File: src/rtl/tmr_pkg.sv
package tmr_pkg;
    localparam int NCH  = 3;
    localparam int DW   = 8;
    localparam int AW   = 2;
    localparam logic [AW-1:0] CTRL_ADDR = 2'b11;

    typedef enum logic [1:0] {
        S_IDLE  = 2'd0,
        S_WRITE = 2'd1,
        S_READ  = 2'd2,
        S_HOLD  = 2'd3
    } dec_state_t;

    typedef struct packed {
        logic       is_rb;
        logic       is_latch;
        logic [1:0] chan;
        logic [1:0] fmt;
        logic [2:0] mode;
        logic       bcd;
        logic [5:0] rb_bits;
    } ctrl_t;

    function automatic logic [2:0] norm_mode(input logic [2:0] m);
        return (m[1]) ? {1'b0, m[1:0]} : m;
    endfunction
endpackage

File: src/rtl/tmr_sync.sv
module tmr_sync #(
    parameter int W      = 1,
    parameter int STAGES = 2,
    parameter logic [W-1:0] RST_VAL = '0
) (
    input  logic         clk,
    input  logic         rst_n,
    input  logic [W-1:0] d,
    output logic [W-1:0] q
);
    logic [W-1:0] pipe [STAGES];

    generate
        for (genvar i = 0; i < STAGES; i++) begin : g_stage
            always_ff @(posedge clk or negedge rst_n) begin
                if (!rst_n)
                    pipe[i] <= RST_VAL;
                else if (i == 0)
                    pipe[i] <= d;
                else
                    pipe[i] <= pipe[(i == 0) ? 0 : i-1];
            end
        end
    endgenerate

    assign q = pipe[STAGES-1];
endmodule

File: src/rtl/tmr_ctrl_decode.sv
module tmr_ctrl_decode
    import tmr_pkg::*;
(
    input  logic [DW-1:0] cbyte,
    output ctrl_t         fields
);
    always_comb begin
        fields.chan     = cbyte[7:6];
        fields.fmt      = cbyte[5:4];
        fields.mode     = norm_mode(cbyte[3:1]);
        fields.bcd      = cbyte[0];
        fields.rb_bits  = cbyte[5:0];
        fields.is_rb    = (cbyte[7:6] == 2'b11);
        fields.is_latch = (cbyte[7:6] != 2'b11) && (cbyte[5:4] == 2'b00);
    end
endmodule

File: src/rtl/tmr_read_mux.sv
module tmr_read_mux
    import tmr_pkg::*;
(
    input  logic [AW-1:0]     sel,
    input  logic              en,
    input  logic [NCH*DW-1:0] bytes_in,
    output logic [DW-1:0]     byte_out
);
    logic [DW-1:0] slot [NCH];

    generate
        for (genvar i = 0; i < NCH; i++) begin : g_slot
            assign slot[i] = bytes_in[i*DW +: DW];
        end
    endgenerate

    always_comb begin
        byte_out = '0;
        for (int i = 0; i < NCH; i++)
            if (en && sel == AW'(i))
                byte_out = slot[i];
    end
endmodule

File: src/rtl/tmr_host_decode.sv
module tmr_host_decode
    import tmr_pkg::*;
#(
    parameter int SYNC_STAGES = 2
) (
    input  logic              clk,
    input  logic              rst_n,
    input  logic              cs_n,
    input  logic              rd_n,
    input  logic              wr_n,
    input  logic [1:0]        addr,
    input  logic [7:0]        wdata,
    input  logic [23:0]       chan_rdata,
    output logic [7:0]        rdata,
    output logic [2:0]        byte_wr,
    output logic [7:0]        wr_byte,
    output logic [2:0]        byte_rd,
    output logic [2:0]        prog_pulse,
    output logic [2:0]        prog_mode,
    output logic              prog_bcd,
    output logic [1:0]        prog_fmt,
    output logic [2:0]        latch_pulse,
    output logic              rb_flag,
    output logic [5:0]        rb_bits
);
    localparam int SW = 3 + AW + DW;

    logic [SW-1:0] raw_bus, sync_bus;
    logic          cs_s, rd_s, wr_s;
    logic [AW-1:0] addr_s;
    logic [DW-1:0] data_s;

    assign raw_bus = {cs_n, rd_n, wr_n, addr, wdata};

    tmr_sync #(
        .W(SW), .STAGES(SYNC_STAGES),
        .RST_VAL({3'b111, {(AW+DW){1'b0}}})
    ) u_sync (
        .clk(clk), .rst_n(rst_n), .d(raw_bus), .q(sync_bus)
    );

    assign {cs_s, rd_s, wr_s, addr_s, data_s} = sync_bus;

    logic wr_req, rd_req;
    assign wr_req = !cs_s && !wr_s;
    assign rd_req = !cs_s && !rd_s;

    dec_state_t    state, nxt;
    logic [AW-1:0] cap_addr;
    logic [DW-1:0] cap_data;
    ctrl_t         cf;

    always_ff @(posedge clk or negedge rst_n) begin
        if (!rst_n) begin
            state    <= S_IDLE;
            cap_addr <= '0;
            cap_data <= '0;
        end else begin
            state <= nxt;
            if (state == S_IDLE && (wr_req || rd_req)) begin
                cap_addr <= addr_s;
                cap_data <= data_s;
            end
        end
    end

    always_comb begin
        nxt = state;
        unique case (state)
            S_IDLE: begin
                if (wr_req)      nxt = S_WRITE;
                else if (rd_req) nxt = S_READ;
            end
            S_WRITE: nxt = S_HOLD;
            S_READ:  nxt = S_HOLD;
            S_HOLD:  if (cs_s || (wr_s && rd_s)) nxt = S_IDLE;
        endcase
    end

    tmr_ctrl_decode u_cdec (.cbyte(cap_data), .fields(cf));

    always_comb begin
        byte_wr     = '0;
        byte_rd     = '0;
        prog_pulse  = '0;
        latch_pulse = '0;
        rb_flag     = 1'b0;
        wr_byte     = cap_data;
        prog_mode   = cf.mode;
        prog_bcd    = cf.bcd;
        prog_fmt    = cf.fmt;
        rb_bits     = cf.rb_bits;
        unique case (state)
            S_WRITE: begin
                if (cap_addr == CTRL_ADDR) begin
                    if (cf.is_rb)         rb_flag = 1'b1;
                    else if (cf.is_latch) latch_pulse[cf.chan] = 1'b1;
                    else                  prog_pulse[cf.chan]  = 1'b1;
                end else begin
                    byte_wr[cap_addr] = 1'b1;
                end
            end
            S_READ: begin
                if (cap_addr != CTRL_ADDR) byte_rd[cap_addr] = 1'b1;
            end
            default: ;
        endcase
    end

    tmr_read_mux u_rmux (
        .sel(addr_s), .en(rd_req), .bytes_in(chan_rdata), .byte_out(rdata)
    );

    logic [12:0] all_pulses;
    assign all_pulses = {byte_wr, byte_rd, prog_pulse, latch_pulse, rb_flag};

    a_r9_onehot: assert property (@(posedge clk) disable iff (!rst_n)
        $onehot0(all_pulses));

    a_r9_single_cycle: assert property (@(posedge clk) disable iff (!rst_n)
        (all_pulses != '0) |=> (all_pulses == '0));

    a_r1_deselected: assert property (@(posedge clk) disable iff (!rst_n)
        (state == S_IDLE && cs_s) |=> (all_pulses == '0));

    a_r6_rb_alone: assert property (@(posedge clk) disable iff (!rst_n)
        rb_flag |-> (prog_pulse == '0 && latch_pulse == '0 && byte_wr == '0));

    a_r4_mode_range: assert property (@(posedge clk) disable iff (!rst_n)
        (prog_pulse != '0) |-> (prog_mode <= 3'd5));

    a_r8_ctrl_no_read: assert property (@(posedge clk) disable iff (!rst_n)
        (rd_req && addr_s == CTRL_ADDR) |-> (rdata == '0));
endmodule

File: config.mk
export PLATFORM = sky130hd
export DESIGN_NAME = tmr_host_decode
export DESIGN_NICKNAME = d
export VERILOG_FILES = /design/src/rtl/tmr_pkg.sv /design/src/rtl/tmr_sync.sv /design/src/rtl/tmr_ctrl_decode.sv /design/src/rtl/tmr_read_mux.sv /design/src/rtl/tmr_host_decode.sv
export SDC_FILE = /design/constraint.sdc
export NUM_CORES = 1
export LEC_CHECK = 0
export ABC_AREA = 0
export BUFFER_PORTS_ARGS = -buffer_cell sky130_fd_sc_hd__clkbuf_2
export CORE_MARGIN = 4
export CORE_UTILIZATION = 40
export DETAILED_ROUTE_END_ITERATION = 6
export PLACE_DENSITY_LB_ADDON = 0.2
export SYNTH_ARGS = -nofsm -noshare
export SYNTH_HDL_FRONTEND = slang
export SYNTH_SLANG_ARGS = --single-unit
File: constraint.sdc
create_clock -name clk -period 1.5 [get_ports clk]
set_input_delay 0.45 -clock clk [delete_from_list [all_inputs] [get_ports clk]]
set_output_delay 0.45 -clock clk [all_outputs]
set_load 0.01 [all_outputs]
==> flow_metrics.tcl <==
set metrics [dict create \
    status "complete, but fails checks" \
    violations "negative setup slack" \
    hp-class "in -> async" \
    synth_seq_cells 38 \
    grt_usage 0.143 \
    die_area_um2 5070 \
    grt.overflow.total 0 \
    post-dp-hpwl_um 2710 \
    pwr-share-comb 0.425 \
    area_growth_syn_to_layout_pct 56.8 \
    rsz0062_at_grt "yes" \
    cp.required_ns 1.05 \
    syn_avg_cell_area_um2 13.0 \
    report.power.total_w 0.00424 \
    synth_top_area_share 0.502 \
    crit_fanout 8 \
    seq_power_share 0.335 \
    hold_viol 0 \
    cts_tree "yes" \
    grt_pass1_wl_um 5750 \
    power_density_nw_per_um2 1690 \
    slew_viol_final 0 \
    power_switching_w 0.00139 \
    setup_viol 21 \
    rows 22 \
    num_io_pins 80 \
    clock_latency_ns 0.29 \
    diodes 0 \
    swShare 0.327 \
    wl_um 3460 \
    vdd_drop_max_uv 1080 \
    port_buffers 79 \
    rr_endpoint "state[1]" \
    synth_cell_types 26 \
    via_per_inst 4.64 \
    yosysSeqAreaShare 0.600 \
    die_y_um 71.2 \
    antenna_found_initial 0 \
    p_int_w 0.00285 \
    syn_inst 123 \
    slew-limit-headroom 0.717 \
    numCtsBuffers 5 \
    final_layout_size_suffix_gt1_frac 0.725 \
    clockBufferDepth 2 \
    synthesis.area_um2 1600 \
    postCtsHoldBufs 0 \
    ant_nets 0 \
    ff2ff_path_depth 4 \
    drc 0 \
    worstSetupStartpointType "flip-flop" \
    ys_warn_count 0 \
    cts-root-buf "clkbuf_8" \
    grt_pass1_vias 1317 \
    maxCapViolations 0 \
    final_area_um2 2500 \
    period_minus_slack_ns 1.93 \
    synth_fp_nets 167 \
    clock_sinks 38 \
    fmaxAchievable_ghz 0.517 \
    worstSetupEndpointType "output port" \
    fillers 286 \
    chipWidth_um 71.2 \
    reg2reg_slack_ns 0.01 \
    drt_iter0_markers 19 \
    p_leak_nw 1.23 \
    synth_top_cell_by_area "dfrtp_1" \
    fin_skew_ns 0.00327 \
    pwr-share-clk 0.239 \
    initial_utilization 0.423 \
    setup_slack_ns -0.434 \
    grt_max_degree 23 \
    tightest_slew_ns 0.424 \
    core_um2 3770 \
    finalCritPeriodShare 1.29 \
    regArea_um2 958 \
    fin_hold_ws_ns 0.0856 \
    multi_input_area_um2 754 \
    num-nets-final 261 \
    num_vias 1235 \
    cp.arrival_ns 1.48 \
    finalWeightedCongestion 0.762 \
    clkTransAtPathRegs_ns 0.07 \
    place_area_um2 2180 \
    critPathKind "reg -> out" \
    wl_per_cell_um 13.0 \
    rr_startpoint "u_sync.q[11]" \
    yosys-top-cells-area "dfrtp_1 50%, dfstp_2 9.9%, mux2_2 7.1%" \
    dr.pass1.iters 2 \
    crit_start "u_sync.q[9]" \
    htreeDepth 2 \
]
-- power groups by stage --
stage	combinational (W)	clock (W)	sequential, W
floorplan	0.000851	0	0.00152
global placement	0.00144	0	0.00142
detailed placement	0.00147	0	0.00144
CTS	0.00163	0.00105	0.00142
global route	0.00196	0.00109	0.00146
finish	0.00180	0.00101	0.00142
-- layer usage --
layer | vias up | routed length, um | global-route usage
met5 | - | 0 | 0
met4 | 0 | 54 | 0.0501
met3 | 7 | 253 | 0.0469
met2 | 43 | 1930 | 0.266
met1 | 579 | 1220 | 0.149
li1 | 606 | - | -
-- cell usage after synthesis --
master / n
nor2_1: 6
nor2b_1: 1
mux2_2: 10
nor3_2: 1
and3b_1: 3
clkbuf_1: 1
nor4b_4: 1
nand2_1: 10
dfrtp_1: 32
a21oi_1: 1
inv_1: 3
nor3b_1: 3
a21oi_2: 1
mux2_1: 1
and4b_1: 1
nand2_2: 2
and3_1: 1
nand4_1: 1
a2bb2oi_1: 8
o21ai_0: 8
dfstp_2: 6
nor4_1: 1
ha_1: 5
nor3_1: 2
buf_4: 11
mux2i_1: 3
-- cells in the final DEF, fill, tap and decap left out, types with 2 or more instances in the layout --
cell type,count
a2bb2oi_2,8
and3b_1,3
buf_2,20
buf_4,14
buf_6,5
bufinv_16,2
clkbuf_2,59
clkbuf_8,5
dfrtp_1,32
dfstp_2,6
ha_4,4
mux2_2,10
mux2i_1,2
nand2_1,5
nand2_2,5
nand2_8,2
nor2_1,5
nor3_2,2
nor3b_2,2
o21ai_0,6
o21ai_1,2
-- per-stage QoR --
step                      setup slack [ns]  TNS [ns]   util  instances
after floorplan                    -0.0624    -0.217      -        123
after global placement              -0.154     -1.49  0.577        253
after detailed placement            -0.218     -2.29  0.577        253
after CTS                           -0.451     -7.84  0.637        265
after global routing                -0.541     -9.36  0.664        266
final                               -0.434     -7.47  0.664        266
-- state kept, by name, summed over array words and instances, names as in the netlist --
signal,count
u_sync.q,13
state,2
cap_addr,2
wr_byte,8
u_sync.pipe,13
-- final cells by class --
class	count	area share
clock buffer	5	0.0275
clock inverter	3	0.0275
inverter	3	0.00650
multi-input combinational	70	0.301
sequential	38	0.383
tap	48	0.0240
timing repair buffer	99	0.230
-- how the worst max path moves through the flow --
| stage | end | slack [ns] | depth (start not counted) |
|---|---|---|---|
| floorplan | latch_pulse[1] | -0.06 | 5 |
| finish | rdata[4] | -0.43 | 5 |
| global route | latch_pulse[1] | -0.54 | 6 |
| CTS | latch_pulse[1] | -0.45 | 6 |
| global placement | rdata[4] | -0.15 | 4 |
| detailed placement | rdata[4] | -0.22 | 4 |
-- cells by family (layout without fill, tap and decap cells) --
family,count (synthesis),in the layout,share of synthesized area
fa+ha+maj,5,5,0.0392
buf+inv,15,110,0.0611
mux,14,14,0.0964
flops,38,38,0.600
simple gates,33,33,0.125
compound gates,18,18,0.0776
-- worst max-delay path, cell delays in order (launching register included) --
cell,delay (ns)
dfrtp_1,0.41
nor4b_4,0.29
buf_6,0.17
nand2_1,0.07
a2bb2oi_2,0.12
buf_2,0.14
-- timing repair --
| item | CTS | global route |
|---|---|---|
| pin swaps | 6 | 10 |
| buffers inserted | 6 | 1 |
| gates resized for setup | 14 | 42 |
| endpoints found under the setup margin | 30 | 32 |
| gates cloned | 0 | 0 |
Note: power is estimated with default switching activity, not from simulation.
